## src/rtl/card_irq_pkg.sv

```systemverilog
package card_irq_pkg;
  parameter int DATA_W   = 16;
  parameter int ADDR_W   = 4;
  parameter int IRQ_W    = 13;
  parameter int RATE_W   = 3;
  parameter int RESPTO_W = 7;
  parameter int RDTO_W   = 16;
  parameter int BLKLEN_W = 12;
  parameter int BLKCNT_W = 16;
  parameter int CMD_W    = 6;
  parameter int CFG_W    = 14;

  localparam logic [CFG_W-1:0] CFG_KEEP = CFG_W'(14'h3dff);

  localparam int CLK_STOP_BIT  = 0;
  localparam int CLK_START_BIT = 1;
  localparam int STAT_CLK_BIT  = 8;
  localparam int DMA_EN_BIT    = 7;
  localparam int REQ_CLKOFF    = 4;
  localparam int REQ_RX        = 5;
  localparam int REQ_TX        = 6;
  localparam int CMD_FLAG_BIT  = 6;

  typedef enum logic [ADDR_W-1:0] {
    OFS_CLKCTL  = 4'd0,
    OFS_STATUS  = 4'd1,
    OFS_RATE    = 4'd2,
    OFS_CFG     = 4'd3,
    OFS_RESPTO  = 4'd4,
    OFS_RDTO    = 4'd5,
    OFS_BLKLEN  = 4'd6,
    OFS_BLKCNT  = 4'd7,
    OFS_PARTBUF = 4'd8,
    OFS_MASK    = 4'd9,
    OFS_REQ     = 4'd10,
    OFS_CMD     = 4'd11,
    OFS_ARGHI   = 4'd12,
    OFS_ARGLO   = 4'd13,
    OFS_RDWAIT  = 4'd14,
    OFS_BLKREM  = 4'd15
  } regOfs_e;

  typedef struct packed {
    logic clkStart;
    logic clkStop;
    logic ldRate;
    logic ldCfg;
    logic ldRespTo;
    logic ldRdTo;
    logic ldBlkLen;
    logic ldBlkCnt;
    logic ldMask;
    logic clrReq;
    logic ldCmd;
    logic ldArgHi;
    logic ldArgLo;
  } ctlStrobe_t;
endpackage

```

## src/rtl/card_irq_decode.sv

```systemverilog
module card_irq_decode
  import card_irq_pkg::*;
(
  input  logic              wrEn,
  input  logic [ADDR_W-1:0] addr,
  input  logic [1:0]        clkBits,
  output ctlStrobe_t        stb
);
  always_comb begin
    stb = '0;
    if (wrEn) begin
      case (addr)
        OFS_CLKCTL: begin
          stb.clkStart = clkBits[CLK_START_BIT];
          stb.clkStop  = clkBits[CLK_STOP_BIT];
        end
        OFS_RATE:   stb.ldRate   = 1'b1;
        OFS_CFG:    stb.ldCfg    = 1'b1;
        OFS_RESPTO: stb.ldRespTo = 1'b1;
        OFS_RDTO:   stb.ldRdTo   = 1'b1;
        OFS_BLKLEN: stb.ldBlkLen = 1'b1;
        OFS_BLKCNT: stb.ldBlkCnt = 1'b1;
        OFS_MASK:   stb.ldMask   = 1'b1;
        OFS_REQ:    stb.clrReq   = 1'b1;
        OFS_CMD:    stb.ldCmd    = 1'b1;
        OFS_ARGHI:  stb.ldArgHi  = 1'b1;
        OFS_ARGLO:  stb.ldArgLo  = 1'b1;
        default:    stb = '0;
      endcase
    end
  end
endmodule

```

## src/rtl/card_irq_regs.sv

```systemverilog
module card_irq_regs
  import card_irq_pkg::*;
(
  input  logic              clk,
  input  logic              rstN,
  input  ctlStrobe_t        stb,
  input  logic [DATA_W-1:0] wrData,
  input  logic [IRQ_W-1:0]  evtSet,
  input  logic [ADDR_W-1:0] rdAddr,
  output logic [DATA_W-1:0] rdData,
  output logic [IRQ_W-1:0]  reqBits,
  output logic [IRQ_W-1:0]  maskBits,
  output logic              dmaEn,
  output logic              clkEnabled,
  output logic              xferAbort
);
  logic [RATE_W-1:0]   rate;
  logic [CFG_W-1:0]    cfg;
  logic [RESPTO_W-1:0] respTo;
  logic [RDTO_W-1:0]   rdTo;
  logic [BLKLEN_W-1:0] blkLen;
  logic [BLKCNT_W-1:0] blkCnt;
  logic [CMD_W-1:0]    cmdIdx;
  logic [DATA_W-1:0]   argHi;
  logic [DATA_W-1:0]   argLo;
  logic [IRQ_W-1:0]    mask;
  logic [IRQ_W-1:0]    req;
  logic [IRQ_W-1:0]    reqClr;
  logic [IRQ_W-1:0]    reqSet;
  logic [IRQ_W-1:0]    reqNext;
  logic                clkEn;
  logic                abortQ;

  // Clears first, then sets: a stop or an event pulse beats any clear
  always_comb begin
    reqClr = stb.clrReq ? wrData[IRQ_W-1:0] : '0;
    if (stb.clkStart) reqClr[REQ_CLKOFF] = 1'b1;
    reqSet = evtSet;
    if (stb.clkStop) reqSet[REQ_CLKOFF] = 1'b1;
    reqNext = (req & ~reqClr) | reqSet;
  end

  always_ff @(posedge clk or negedge rstN) begin
    if (!rstN) begin
      rate   <= '0;
      cfg    <= '0;
      respTo <= '0;
      rdTo   <= '0;
      blkLen <= '0;
      blkCnt <= '0;
      cmdIdx <= '0;
      argHi  <= '0;
      argLo  <= '0;
      mask   <= '0;
      req    <= '0;
      clkEn  <= 1'b0;
      abortQ <= 1'b0;
    end else begin
      if (stb.ldRate)   rate   <= wrData[RATE_W-1:0];
      if (stb.ldCfg)    cfg    <= wrData[CFG_W-1:0] & CFG_KEEP;
      if (stb.ldRespTo) respTo <= wrData[RESPTO_W-1:0];
      if (stb.ldRdTo)   rdTo   <= wrData[RDTO_W-1:0];
      if (stb.ldBlkLen) blkLen <= wrData[BLKLEN_W-1:0];
      if (stb.ldBlkCnt) blkCnt <= wrData[BLKCNT_W-1:0];
      if (stb.ldCmd)    cmdIdx <= wrData[CMD_W-1:0];
      if (stb.ldArgHi)  argHi  <= wrData;
      if (stb.ldArgLo)  argLo  <= wrData;
      if (stb.ldMask)   mask   <= wrData[IRQ_W-1:0];
      req <= reqNext;
      if (stb.clkStop)       clkEn <= 1'b0;
      else if (stb.clkStart) clkEn <= 1'b1;
      abortQ <= stb.clkStop;
    end
  end

  always_comb begin
    rdData = '0;
    case (rdAddr)
      OFS_STATUS: rdData[STAT_CLK_BIT] = clkEn;
      OFS_RATE:   rdData = DATA_W'(rate);
      OFS_CFG:    rdData = DATA_W'(cfg);
      OFS_RESPTO: rdData = DATA_W'(respTo);
      OFS_RDTO:   rdData = DATA_W'(rdTo);
      OFS_BLKLEN: rdData = DATA_W'(blkLen);
      OFS_BLKCNT: rdData = DATA_W'(blkCnt);
      OFS_MASK:   rdData = DATA_W'(mask);
      OFS_REQ:    rdData = DATA_W'(req);
      OFS_CMD: begin
        rdData = DATA_W'(cmdIdx);
        rdData[CMD_FLAG_BIT] = 1'b1;
      end
      OFS_ARGHI:  rdData = argHi;
      OFS_ARGLO:  rdData = argLo;
      OFS_BLKREM: rdData = DATA_W'(blkCnt);
      default:    rdData = '0;
    endcase
  end

  assign reqBits    = req;
  assign maskBits   = mask;
  assign dmaEn      = cfg[DMA_EN_BIT];
  assign clkEnabled = clkEn;
  assign xferAbort  = abortQ;
endmodule

```

## src/rtl/card_irq_route.sv

```systemverilog
module card_irq_route
  import card_irq_pkg::*;
(
  input  logic             clk,
  input  logic             rstN,
  input  logic [IRQ_W-1:0] reqBits,
  input  logic [IRQ_W-1:0] maskBits,
  input  logic             dmaEn,
  output logic             cpuIrq,
  output logic             rxDmaReq,
  output logic             txDmaReq
);
  logic [IRQ_W-1:0] pend;

  for (genvar i = 0; i < IRQ_W; i++) begin : g_src
    localparam bit IS_FIFO = (i == REQ_RX) || (i == REQ_TX);
    if (IS_FIFO) begin : g_fifo
      assign pend[i] = reqBits[i] & ~maskBits[i] & ~dmaEn;
    end else begin : g_plain
      assign pend[i] = reqBits[i] & ~maskBits[i];
    end
  end

  always_ff @(posedge clk or negedge rstN) begin
    if (!rstN) begin
      cpuIrq   <= 1'b0;
      rxDmaReq <= 1'b0;
      txDmaReq <= 1'b0;
    end else begin
      cpuIrq   <= |pend;
      rxDmaReq <= dmaEn & reqBits[REQ_RX];
      txDmaReq <= dmaEn & reqBits[REQ_TX];
    end
  end
endmodule

```

## src/rtl/card_irq_ctrl.sv

```systemverilog
module card_irq_ctrl
  import card_irq_pkg::*;
(
  input  logic              clk,
  input  logic              rstN,
  input  logic              wrEn,
  input  logic [ADDR_W-1:0] addr,
  input  logic [DATA_W-1:0] wrData,
  input  logic [IRQ_W-1:0]  evtSet,
  output logic [DATA_W-1:0] rdData,
  output logic              cpuIrq,
  output logic              rxDmaReq,
  output logic              txDmaReq,
  output logic              xferAbort
);
  ctlStrobe_t       stb;
  logic [IRQ_W-1:0] reqBits;
  logic [IRQ_W-1:0] maskBits;
  logic             dmaEn;
  logic             clkEnabled;

  card_irq_decode u_decode (
    .wrEn    (wrEn),
    .addr    (addr),
    .clkBits (wrData[1:0]),
    .stb     (stb)
  );

  card_irq_regs u_regs (
    .clk        (clk),
    .rstN       (rstN),
    .stb        (stb),
    .wrData     (wrData),
    .evtSet     (evtSet),
    .rdAddr     (addr),
    .rdData     (rdData),
    .reqBits    (reqBits),
    .maskBits   (maskBits),
    .dmaEn      (dmaEn),
    .clkEnabled (clkEnabled),
    .xferAbort  (xferAbort)
  );

  card_irq_route u_route (
    .clk      (clk),
    .rstN     (rstN),
    .reqBits  (reqBits),
    .maskBits (maskBits),
    .dmaEn    (dmaEn),
    .cpuIrq   (cpuIrq),
    .rxDmaReq (rxDmaReq),
    .txDmaReq (txDmaReq)
  );
endmodule

```

## config.mk

```make
export PLATFORM = sky130hd
export DESIGN_NAME = card_irq_ctrl
export DESIGN_NICKNAME = d
export VERILOG_FILES = /design/src/rtl/card_irq_pkg.sv /design/src/rtl/card_irq_decode.sv /design/src/rtl/card_irq_regs.sv /design/src/rtl/card_irq_route.sv /design/src/rtl/card_irq_ctrl.sv
export SDC_FILE = /design/constraint.sdc
export NUM_CORES = 1
export LEC_CHECK = 0
export BUFFER_PORTS_ARGS = -buffer_cell sky130_fd_sc_hd__buf_2
export CAP_MARGIN = 20
export CORE_MARGIN = 1
export CORE_UTILIZATION = 60
export DETAILED_ROUTE_END_ITERATION = 16
export PLACE_DENSITY_LB_ADDON = 0.08
export SETUP_SLACK_MARGIN = 0.5
export SLEW_MARGIN = 20
export SYNTH_ARGS = -nofsm -noshare
export SYNTH_HDL_FRONTEND = slang
export SYNTH_SLANG_ARGS = --single-unit
```

## constraint.sdc

```tcl
create_clock -name clk -period 2.1 [get_ports clk]
set_clock_uncertainty 0.15 [all_clocks]
set_input_delay 0.42 -clock clk [delete_from_list [all_inputs] [get_ports clk]]
set_output_delay 0.42 -clock clk [all_outputs]
set_load 0.01 [all_outputs]
```

After elaboration in Yosys (flattened, before gate mapping)
Cells that the tools add are included.
{ "classes": {"n_reduce_logical": 4, "bitwise_logic": 34, "mux": 21, "n_eq_ne": 13} }
{ "ops": {"columns": ["cell", "count"], "rows": [
  ["one-hot mux 8 bit (11 select lines)", 1],
  ["one-hot mux 7 bit (8 select lines)", 1],
  ["two-way mux 13 bit", 2],
  ["== test 4 bit, second input constant", 6],
  ["bitwise AND 1 bit", 17],
  ["== test 4 x 3 -> 1 bit, second input constant", 4],
  ["two-way mux 1 bit", 15],
  ["NOT 1 bit", 14],
  ["bitwise AND 13 bit", 1],
  ["NOT 13 bit", 1],
  ["OR 13 bit", 1],
  ["OR reduction 13 bit", 1],
  ["one-hot mux 1 bit (9 select lines)", 1],
  ["== test 4 x 2 -> 1 bit, second input constant", 2],
  ["== test 4 x 1 -> 1 bit, second input constant", 1],
  ["logical NOT 4 bit", 1],
  ["two-way mux 2 bit", 1],
  ["nonzero test 2 bit", 1],
  ["OR reduction 2 bit", 1]
]} }
{ "word_totals": {"reg_bits": 136, "inputBits": 36, "output_inout_bits": 20} }

Longest topological paths before layout
Gate-level depths: netlist (run 1).
{ "depth": {"depth_word": 8, "mapped_depth": 7} }

By module
A second synthesis (run 1) with hierarchy kept.
{ "hier_totals": {"cells_unflattened": 533, "area_unflattened_um2": 6516.2} }
{ "by_module_without_submodules": {"columns": ["mod", "cells_each", "n_inst", "area_per_inst_um2"], "rows": [
  ["card_irq_regs", 488, 1, 6200.9],
  ["card_irq_route", 23, 1, 197.7],
  ["card_irq_decode", 22, 1, 117.6]
]} }

Worst setup path before layout (run 1)
OpenSTA, ideal clock, no wires.
{ "synth_timing": {"path_type": "input-to-output", "startpoint": "input addr[3]", "endpoint": "output rdData[9]", "cell_stages": 6, "n_path_buf": 2, "path_slack_ns": 0.051, "t_arrival_ns": 1.479, "required_time_ns": 1.530, "path_cell_list": "buf_4 buf_2 mux2_2 a22oi_1 o22ai_1 a21o_1"} }
{ "synth_via": {"elab_chain_cells": 3} }
{ "synth_lines": {"columns": ["item", "line", "text"], "rows": [
  ["start: declaration", "card_irq_ctrl.sv:7", "input logic [ADDR_W-1:0] addr,"],
  ["== test 4 x 3 -> 1 bit or == test 4 bit (tied branches)", "card_irq_regs.sv:78", "case (rdAddr)"],
  ["OR reduction 2 bit (no source line)", null, null],
  ["one-hot mux 7 bit (8 select lines) *", "card_irq_regs.sv:78", null],
  ["end: declaration", "card_irq_ctrl.sv:10", "output logic [DATA_W-1:0] rdData,"]
]} }
Every way passes the cells marked *; elsewhere a longest branch is shown, timed or not.

Final worst setup path (run 1)
{ "layout_timing": {"startpoint": "register u_regs.blkCnt[10]", "endpoint": "output rdData[10]"} }
{ "layout_via": {"elab_chain_cells": 1} }
{ "layout_lines": {"columns": ["item", "line", "text"], "rows": [
  ["start: declaration", "card_irq_regs.sv:22", "logic [BLKCNT_W-1:0] blkCnt;"],
  ["start signal: assignment", "card_irq_regs.sv:64", "if (stb.ldBlkCnt) blkCnt <= wrData[BLKCNT_W-1:0];"],
  ["one-hot mux 7 bit (8 select lines)", "card_irq_regs.sv:78", null]
]} }
No other way between the ends.

==> results of run 1 <==
-- cells in the final DEF, fill, tap and decap left out, types with 13 or more instances in the layout --
cell type	count
a21o_1	14
buf_12	13
buf_2	49
buf_4	65
clkbuf_16	16
dfrtp_1	136
dlygate4sd3_1	15
inv_1	13
mux2_2	61
mux2_4	55
nand2_1	26
-- power breakdown --
part / internal [mW] / switching (mW)
Sequential: 3.17 / 0.363
Combinational: 1.01 / 0.656
Clock: 1.57 / 1.03
Total: 5.75 / 2.05
-- path summary, 6_finish.rpt --
check / end / slack (ns)
min in group asynchronous: u_regs.argHi[6]$_DFFE_PN0P_ / 0.27
worst max register to register: u_route.cpuIrq$_DFF_PN0_ / 0.58
worst max-delay path: rdData[10] / -0.29
worst min register to register: u_regs.argLo[12]$_DFFE_PN0P_ / 0.34
worst min-delay path: u_regs.argHi[15]$_DFFE_PN0P_ / 0.03
max in group asynchronous: u_regs.argLo[12]$_DFFE_PN0P_ / 0.90
-- per-layer routing --
metal | vias to the layer above | share of wire (%)
li1 | 2196 | -
met1 | 2549 | 42
met2 | 212 | 49
met3 | 55 | 6.5
met4 | 0 | 3.0
met5 | - | 0
-- flip-flops by register name, indices dropped and copies added (netlist names) --
signal,flops
u_regs.argHi,16
u_regs.argLo,16
u_regs.blkCnt,16
u_regs.rdTo,16
u_regs.cfg,13
u_regs.maskBits,13
u_regs.reqBits,13
u_regs.blkLen,12
u_regs.respTo,7
u_regs.cmdIdx,6
u_regs.rate,3
u_regs.clkEnabled,1
u_regs.xferAbort,1
u_route.cpuIrq,1
u_route.rxDmaReq,1
u_route.txDmaReq,1
-- cells by family after synthesis --
kind of cell           after synthesis
muxes                              137
AOI/OAI and AO/OA                  105
buffers and inverters               52
DFF                                136
and+or+nand+nor                     90
-- worst reg2reg max path: cells and delay by family (launching register included) --
kind,cells,cell delay (ns)
flip-flops,1,0.36
AND/OR/NAND/NOR,1,0.21
AO/OA/AOI/OAI,1,0.48
buffers and inverters,2,0.17
-- metrics by stage --
stage	cells	setup TNS (ns)	instance area, µm²
after global routing	802	-3.28	8730
after detailed placement	739	-3.30	7690
final	802	-2.32	8730
after CTS	794	-2.41	8630
after floorplan	520	0	6970
after global placement	739	-2.41	7690
-- area by class of cell --
type / instances / share of cell area, %
repair buffers: 156 / 15.1
well taps: 136 / 1.95
flip-flops and latches: 136 / 39.0
multi-input cells: 333 / 37.5
clock buffers: 24 / 5.62
inverters: 13 / 0.559
clock inverters: 4 / 0.229
-- what timing repair did --
item	CTS	global route
buffers inserted	11	7
hold buffers	15	0
gates resized for setup	43	10
setup endpoints to repair	23	33
hold endpoints to repair	63	0
pin swaps	17	9
gates cloned	1	1
==> run_results.csv, run 1 <==
group,metric,value,unit
grt,grt_usage,35.2,%
grt,grt.overflow.total,0,
clocking,clock_sinks,136,
synth,synthesis.area,6600,µm²
worst_setup_path,cp-startpoint,"u_regs.blkCnt[10]$_DFFE_PN0P_",
cells_and_area,multi_input_comb_area,3270,µm²
floorplan,io_pins,56,
clocking,clk_latency,0.54,ns
worst_setup_path,critPathBufInv,1,
floorplan,die_h,107,µm
synth,synth_area_per_cell,12.7,µm²
power_and_ir_drop,finalPower,7.80,mW
power_and_ir_drop,leakage,4.05,nW
worst_setup_path,end_kind,"output port",
run_status,outcome,"finished, violations left",
worst_setup_path,critPathMaxFanout,2,
drt,vias,5012,
clocking,numCtsBuffers,17,
timing,hold_violations,0,
placed_design,hpwl,12.3,mm
drt,vias_per_cell,6.25,
floorplan,initial_core_util,62.8,%
placed_design,gp_congestion,0.894,
timing,drv_slew,0,
synth,async_flop_share,100,%
clocking,clockBufferDepth,2,
grt,use_met1,47.4,%
cells_and_area,final-seq-area,3400,µm²
drt,drc,0,
synth,synth_cell_types,58,
timing,worst_hold_slack,0.0342,ns
timing,fmax,419,MHz
synth,ys_warn_count,0,
drt,ant_nets,0,
power_and_ir_drop,power_density,894,nW/µm²
timing,rsz0062_at_grt,"true",
floorplan,die_w,107,µm
drt,wl_per_cell,23.4,µm
synth,synth_most_common_cell,"dfrtp_1",
synth,yosys-top-cells-count,"dfrtp_1, mux2_2, nand2_1",
cells_and_area,num-nets-final,693,
synth,syn-num-nets,556,
worst_hold_path,hold_path.class,"in2reg",
cells_and_area,finish.utilization,83.0,%
worst_setup_path,critPathTopFamily,"compound AO/OA/AOI/OAI gates",
drt,wirelength,18.7,mm
power_and_ir_drop,vdd.ir_drop.worst,0.715,mV
timing,min_period,2.39,ns
timing,layout_setup_ws,-0.287,ns
timing,tightest_slew,0.578,ns
synth,postSynthCellCount,520,
synth,synthAdderAreaFrac,0,%
synth,synth-compound-area-share,12.1,%
worst_setup_path,slowest_delay,0.39,ns
worst_setup_path,path_cells,"a22o_1, a32o_1, a221o_1, buf_2",
worst_setup_path,critPathRequiredTime,1.53,ns
clocking,htreeDepth,4,
synth,yosys.area.top_type_share,51.6,%
clocking,cts_root_buffer,"clkbuf_8",
floorplan,rows,37,
grt,first_global_vias,5204,
synth,synth_mux_area_share,24.3,%
timing,setup_viol,13,
cells_and_area,antenna_cells,0,
job,maxCapViolations,0,
drt,drtPass1Iterations,6,
synth,netlist_top_cells_area,"dfrtp_1, mux2_2, mux2_4",
worst_setup_path,cp-start-kind,"flop",
worst_setup_path,reg2reg_depth,4,
synth,yosys.area.top_type,"dfrtp_1",
synth,synth-edff-count,0,
grt,grt_antenna_before_repair,0,
worst_setup_path,worst-setup-path-type,"reg2out",
run_status,violations,"negative setup slack",
cells_and_area,drive_gt1_share,49.4,%
worst_setup_path,cp_slowest_cell,"dfrtp_1",
placed_design,pre_cts_slack,-0.196,ns
worst_hold_path,hp-start,"wrData[15]",
grt,met2_usage,54.2,%
worst_setup_path,rr_startpoint,"u_regs.maskBits[11]$_DFFE_PN0P_",
placed_design,port-buffer-count,55,
synth,synthXorXnorAreaFrac,0,%
worst_setup_path,cp.arrival,1.82,ns
clocking,cts_tree,"built",
timing,max_slew_margin,61.5,%
synth,yosys.area_share.simple,7.66,%
grt,top_usage_layer,"met2",
cells_and_area,area_growth,32.2,%
floorplan,core_area,10500,µm²
clocking,clk_pin_slew_worst_paths,0.06,ns
cells_and_area,fillers,580,
grt,grt_pass1_wl,29.4,mm
grt,grt_start_max_net_pins,53,
synth,ys_seq_area_share,51.6,%
timing,fin_crit_sh,114,%
drt,drt_iter0_drc,409,
grt,met3_usage,8.39,%
synth,synth_top_family_by_area,"multiplexers",
worst_setup_path,cp_num_cells,4,
synth,ys_ff_latch,136,
floorplan,fp.dieArea,11400,µm²
synth,yosys_most_used_dff,"dfrtp_1",
worst_hold_path,holdPathStages,2,
Power figures use the tool's default switching activity.
==> run 2: changes to the inputs <==
--- a/config.mk
+++ b/config.mk
@@ -15,4 +15,5 @@
 export SLEW_MARGIN = 20
 export SYNTH_ARGS = -nofsm -noshare
 export SYNTH_HDL_FRONTEND = slang
+export SYNTH_HIERARCHICAL = 1
 export SYNTH_SLANG_ARGS = --single-unit
==> run 2 against run 1 <==
The flow still finishes with violations (negative setup slack); final area is 3.5% higher; critical path depth is 1 higher; wire length is 22% higher; largest power group unchanged.
==> run_results.csv, run 2 <==
group,metric,value,unit
placed_design,placed_area,7680,µm²
grt,grt_antenna_before_repair,0,
clocking,clockBufferDepth,2,
worst_setup_path,critPathBufInv,1,
synth,yosys.area.top_type_share,52.2,%
cells_and_area,drive_gt1_share,53.7,%
grt,first_global_vias,5825,
synth,async_flop_share,100,%
run_status,outcome,"finished, violations left",
floorplan,initial_core_util,62.6,%
cells_and_area,fillers,461,
cells_and_area,antenna_cells,0,
synth,synthesis.area,6520,µm²
worst_setup_path,r2r_slack,0.50,ns
synth,ys_seq_area_share,52.2,%
timing,setup_viol,14,
worst_setup_path,cp.arrival,2.12,ns
timing,max_slew_margin,68.3,%
clocking,cts_tree,"built",
worst_setup_path,critPathMaxFanout,2,
placed_design,gp_congestion,0.966,
power_and_ir_drop,finalPower,8.03,mW
clocking,clock_sinks,136,
timing,hold_violations,0,
power_and_ir_drop,power_switching,2.25,mW
floorplan,io_pins,56,
cells_and_area,num-nets-final,731,
power_and_ir_drop,internal-power,5.78,mW
worst_setup_path,critPathTopFamily,"compound AO/OA/AOI/OAI gates",
synth,yosys.area.top_type,"dfrtp_1",
power_and_ir_drop,power_density,889,nW/µm²
floorplan,die_h,106,µm
synth,synth-edff-count,0,
synth,yosys_most_used_dff,"dfrtp_1",
grt,grt_usage,39.4,%
drt,vias_per_cell,6.71,
clocking,clk_latency,0.54,ns
synth,yosys-top-cells-count,"dfrtp_1, mux2_2, nor2_1",
grt,grt.overflow.total,0,
power_and_ir_drop,power_frac_seq,44.5,%
drt,drtPass1Iterations,7,
power_and_ir_drop,combPwrFrac,22.6,%
worst_hold_path,hold_path.class,"in2reg",
floorplan,fp.dieArea,11300,µm²
drt,wirelength,22.8,mm
drt,drc,0,
run_status,violations,"negative setup slack",
drt,vias,5660,
timing,fmax,372,MHz
synth,synth_most_common_cell,"dfrtp_1",
floorplan,core_area,10400,µm²
worst_setup_path,slowest_delay,0.38,ns
worst_setup_path,cp_num_cells,5,
worst_setup_path,worst-setup-path-type,"reg2out",
floorplan,rows,37,
synth,postSynthCellCount,533,
drt,drt_iter0_drc,599,
worst_hold_path,holdPathStages,2,
job,maxCapViolations,0,
power_and_ir_drop,pwr-share-clk,32.9,%
cells_and_area,layout_commonest_cell,"dfrtp_1",
timing,drv_slew,0,
cells_and_area,multi_input_comb_area,3370,µm²
worst_setup_path,cp_slowest_cell,"dfrtp_1",
cells_and_area,stdcell_area,9030,µm²
timing,rsz0062_at_grt,"true",
power_and_ir_drop,power.share.switching,28.0,%
cells_and_area,final-seq-area,3400,µm²
synth,syn-num-nets,569,
placed_design,hpwl,13.4,mm
worst_setup_path,path_cells,"mux2_4, a221oi_2, nor2_1, a221o_1, buf_2",
synth,synth_area_per_cell,12.2,µm²
power_and_ir_drop,leakage,4.08,nW
timing,layout_setup_ws,-0.588,ns
cells_and_area,area_growth,38.6,%
grt,grt_pass1_wl,32.4,mm
clocking,numCtsBuffers,17,
synth,synth_cell_types,54,
synth,netlist_top_cells_area,"dfrtp_1, mux2_2, a22oi_1",
worst_setup_path,cp-start-kind,"flop",
synth,ys_warn_count,6,
worst_setup_path,end_kind,"output port",
drt,wl_per_cell,27.0,µm
timing,min_period,2.69,ns
synth,ys_ff_latch,136,
power_and_ir_drop,vdd.ir_drop.worst,0.707,mV
clocking,cts_root_buffer,"clkbuf_8",
floorplan,die_w,106,µm
timing,fin_crit_sh,128,%
clocking,clk_pin_slew_worst_paths,0.05,ns
grt,grt_start_max_net_pins,50,
worst_setup_path,reg2reg_depth,5,
cells_and_area,final_cell_mix,"dfrtp_1, buf_4, mux2_2",
worst_setup_path,critPathRequiredTime,1.53,ns
placed_design,port-buffer-count,55,
clocking,htreeDepth,4,
drt,ant_nets,0,
timing,tightest_slew,0.476,ns
==> run 2: layout make-up <==
| cell class | count | share of cell area [%] |
|---|---|---|
| sequential | 136 | 37.7 |
| tap | 136 | 1.88 |
| clock buffer | 28 | 5.49 |
| timing repair buffer | 183 | 17.0 |
| clock inverter | 3 | 0.166 |
| multi-input combinational | 347 | 37.3 |
| inverter | 10 | 0.429 |
==> run 2: power groups by stage <==
stage,combinational (mW),clock [mW],sequential (mW)
global route,1.91,2.77,3.61
detailed placement,1.43,0,3.54
floorplan,0.992,0,3.43
global placement,1.38,0,3.52
finish,1.82,2.64,3.57
CTS,1.63,2.64,3.52
==> run 2: per-layer routing <==
layer / GRT usage [%] / share of wire [%]
met4: 22.4 / 5.6
met5: 0 / 0
met3: 11.5 / 11
met2: 60.8 / 48
met1: 49.7 / 36
==> run 2: what timing repair did <==
action	CTS	global route
gates cloned	1	0
hold buffers	15	0
setup buffers	17	11
gates resized for setup	72	36
pin swaps	27	15
hold endpoints to repair	63	0
setup endpoints to repair	77	67
==> run 2: cell families after synthesis <==
logic type	count (synthesis)	share of synthesized area (%)
compound gates	105	12.2
buf+inv	51	3.97
flops	136	52.2
mux	131	22.4
simple gates	110	9.14
==> run 2: metrics by stage <==
| stage | utilization, % | instances | setup TNS, ns | worst slack (ns) | hold slack, ns |
|---|---|---|---|---|---|
| after floorplan | - | 533 | 0 | 0.103 | -0.0256 |
| after global placement | 73.8 | 768 | -9.42 | -0.329 | 0.236 |
| after detailed placement | 73.8 | 768 | -12.65 | -0.302 | 0.242 |
| after CTS | 84.2 | 832 | -1.97 | -0.462 | 0.00872 |
| after global routing | 86.7 | 843 | -3.31 | -0.635 | 0.0281 |
| final | 86.7 | 843 | -2.46 | -0.588 | 0.0377 |
==> run 2: worst paths after layout <==
kind                                                       from                       endpoint
worst max-delay path              u_regs/clkEnabled$_DFFE_PN0P_                      rdData[8]
worst min-delay path                                 wrData[15]  u_regs/blkCnt[15]$_DFFE_PN0P_
worst max register to register  u_regs/maskBits[12]$_DFFE_PN0P_       u_route/cpuIrq$_DFF_PN0_
worst min register to register     u_regs/argLo[15]$_DFFE_PN0P_   u_regs/argLo[15]$_DFFE_PN0P_
max in group asynchronous                                  rstN   u_regs/respTo[6]$_DFFE_PN0P_
min in group asynchronous                                  rstN    u_regs/reqBits[2]$_DFF_PN0_
==> run 3: changes to the inputs <==
--- a/config.mk
+++ b/config.mk
@@ -7,7 +7,7 @@
 export LEC_CHECK = 0
 export BUFFER_PORTS_ARGS = -buffer_cell sky130_fd_sc_hd__buf_2
 export CAP_MARGIN = 20
-export CORE_MARGIN = 1
+export CORE_MARGIN = 8
 export CORE_UTILIZATION = 60
 export DETAILED_ROUTE_END_ITERATION = 16
 export PLACE_DENSITY_LB_ADDON = 0.08
==> constraint.sdc (replaced) <==
create_clock -name clk -period 2.6 [get_ports clk]
set_clock_uncertainty 0.15 [all_clocks]
set_input_delay 0.52 -clock clk [delete_from_list [all_inputs] [get_ports clk]]
set_output_delay 0.52 -clock clk [all_outputs]
set_load 0.01 [all_outputs]
==> run 3 against run 2 <==
The run still ends with negative setup slack left; first-iteration DRC count grew 0.33%; register-to-register slack better by 0.41 ns; worst setup slack better by 0.49 ns; clock power about the same; final cell count is 1.9% lower; final area is 2.9% lower; flip-flop and latch count stayed put; critical path depth stayed put; sequential share of layout area is 1.1 points higher; non-clock buffer count down 19; count of clock-buffer cells in the layout is 5 lower; largest cell class unchanged; largest power group unchanged.
==> run_results.csv, run 3 (synthesized netlist as in run 2, its figures left out) <==
group,metric,value,unit
grt,first_global_vias,5589,
timing,max_slew_margin,54.2,%
clocking,clockBufferDepth,2,
run_status,outcome,"finished, violations left",
placed_design,placedCellCount,750,
floorplan,io_pins,56,
worst_setup_path,r2r_slack,0.91,ns
clocking,cts_tree,"built",
grt,grt_start_max_net_pins,53,
timing,drv_slew,0,
timing,tightest_slew,0.684,ns
power_and_ir_drop,vdd.ir_drop.worst,0.670,mV
floorplan,die_h,120,µm
worst_hold_path,hp-start,"evtSet[4]",
power_and_ir_drop,leakage,3.96,nW
worst_setup_path,cp_slowest_cell,"dfrtp_1",
drt,vias,5254,
power_and_ir_drop,finalPower,6.79,mW
grt,grt_pass1_wl,31.1,mm
timing,fmax,370,MHz
worst_setup_path,end_kind,"output port",
job,maxCapViolations,0,
cells_and_area,area_growth,34.6,%
drt,wl_per_cell,24.3,µm
power_and_ir_drop,power.share.switching,25.2,%
grt,grt.overflow.total,0,
placed_design,gp_congestion,0.899,
placed_design,hpwl,13.1,mm
clocking,clk_pin_slew_worst_paths,0.06,ns
clocking,htreeDepth,4,
worst_setup_path,worst-setup-path-type,"reg2out",
cells_and_area,stdcell_area,8770,µm²
drt,vias_per_cell,6.35,
worst_setup_path,cp-start-kind,"flop",
clocking,clock_sinks,136,
drt,ant_nets,0,
worst_setup_path,reg2reg_depth,4,
drt,drc,0,
worst_setup_path,critPathMaxFanout,2,
worst_hold_path,min_to,"u_regs/reqBits[4]$_DFF_PN0_",
worst_setup_path,path_cells,"mux2_2, a221oi_2, nor2_1, a221o_1, buf_2",
worst_hold_path,hold_path.class,"in2reg",
worst_setup_path,cp.arrival,2.03,ns
cells_and_area,finish.utilization,82.0,%
power_and_ir_drop,power_switching,1.71,mW
power_and_ir_drop,combPwrFrac,18.7,%
worst_setup_path,timing.rr.end,"u_route/cpuIrq$_DFF_PN0_",
worst_setup_path,slowest_delay,0.43,ns
timing,setup_tns,-0.101,ns
cells_and_area,num-nets-final,711,
timing,hold_violations,0,
clocking,cts_root_buffer,"clkbuf_8",
floorplan,core_area,10700,µm²
run_status,violations,"negative setup slack",
placed_design,pre_cts_slack,-0.00369,ns
timing,layout_setup_ws,-0.101,ns
timing,min_period,2.70,ns
timing,worst_hold_slack,0.0785,ns
drt,wirelength,20.1,mm
clocking,numCtsBuffers,17,
cells_and_area,final_cells,827,
cells_and_area,layout_commonest_cell,"dfrtp_1",
power_and_ir_drop,internal-power,5.08,mW
cells_and_area,drive_gt1_share,50.7,%
worst_hold_path,holdPathStages,2,
worst_setup_path,critPathTopFamily,"compound AO/OA/AOI/OAI gates",
floorplan,initial_core_util,60.9,%
worst_setup_path,critPathRequiredTime,1.93,ns
drt,drt_iter0_drc,601,
placed_design,port-buffer-count,55,
cells_and_area,final_cell_mix,"dfrtp_1, mux2_2, buf_4",
worst_setup_path,critPathBufInv,1,
timing,setup_viol,1,
grt,grt_usage,28.3,%
floorplan,die_w,120,µm
placed_design,placed_area,7270,µm²
power_and_ir_drop,power_frac_seq,42.0,%
power_and_ir_drop,pwr-share-clk,39.3,%
floorplan,fp.dieArea,14500,µm²
timing,rsz0062_at_grt,"true",
grt,grt_antenna_before_repair,0,
floorplan,rows,38,
clocking,clk_latency,0.54,ns
power_and_ir_drop,power_density,774,nW/µm²
timing,fin_crit_sh,104,%
drt,drtPass1Iterations,7,
worst_setup_path,rr_startpoint,"u_regs/reqBits[10]$_DFF_PN0_",
cells_and_area,antenna_cells,0,
run 3: changes by cell type in the layout (fill, tap and decap cells not counted), moves of 4 or more:
cell       previous run  this run
buf_4                80        67
buf_6                24        20
bufinv_16             0         6
mux2_2               77       119
mux2_4               44         2
nor2_1               14        21
nor2_2                4         0
run 3: repair_timing:
action                                  4_1_cts  5_1_grt
hold buffers                                 13        0
endpoints found under the hold margin        60        0
gates cloned                                  2        2
resized for setup                            76       27
setup buffers                                17       12
endpoints found under the setup margin       16       16
pin swaps                                    26       18
run 3: power groups by stage:
stage | Combinational, mW | Clock, mW | Sequential [mW]
floorplan | 0.714 | 0 | 2.76
global placement | 1.01 | 0 | 2.84
detailed placement | 1.04 | 0 | 2.85
CTS | 1.18 | 2.70 | 2.83
global route | 1.36 | 2.77 | 2.89
finish | 1.27 | 2.67 | 2.85
run 3: routing by layer:
layer | share of wire [%] | vias up | GRT usage (%) | routed length (µm)
met5 | 0 | - | 0 | 0
met4 | 2.7 | 0 | 14.3 | 553
met3 | 7.7 | 49 | 7.09 | 1550
met2 | 47 | 249 | 43.6 | 9560
met1 | 42 | 2696 | 36.7 | 8470
li1 | - | 2260 | - | -
run 3: final cells by class:
cell class | count | area, µm²
clock inverter | 8 | 193
tap | 140 | 175
inverter | 10 | 41.3
multi-input combinational | 346 | 3120
timing repair buffer | 164 | 1390
sequential | 136 | 3400
fill | 593 | 1920
clock buffer | 23 | 457
run 3: worst register-to-register path: stages (launching register included):
cell and delay (ns):
dfrtp_1 0.40, buf_4 0.15, inv_1 0.06, o2111ai_1 0.19, or4_1 0.59
run 3: worst max path at each step:
stage                             startpoint         to  slack (ns)  cells after the start
6_report       u_regs/clkEnabled$_DFFE_PN0P_  rdData[8]       -0.10                      5
3_5_place_dp                         addr[2]  rdData[0]      -0.004                      7
3_3_place_gp                         addr[3]  rdData[4]       -0.07                      8
2_1_floorplan                        addr[1]  rdData[2]        0.40                      6
5_1_grt        u_regs/clkEnabled$_DFFE_PN0P_  rdData[8]       -0.16                      5
4_1_cts        u_regs/clkEnabled$_DFFE_PN0P_  rdData[8]       -0.09                      5
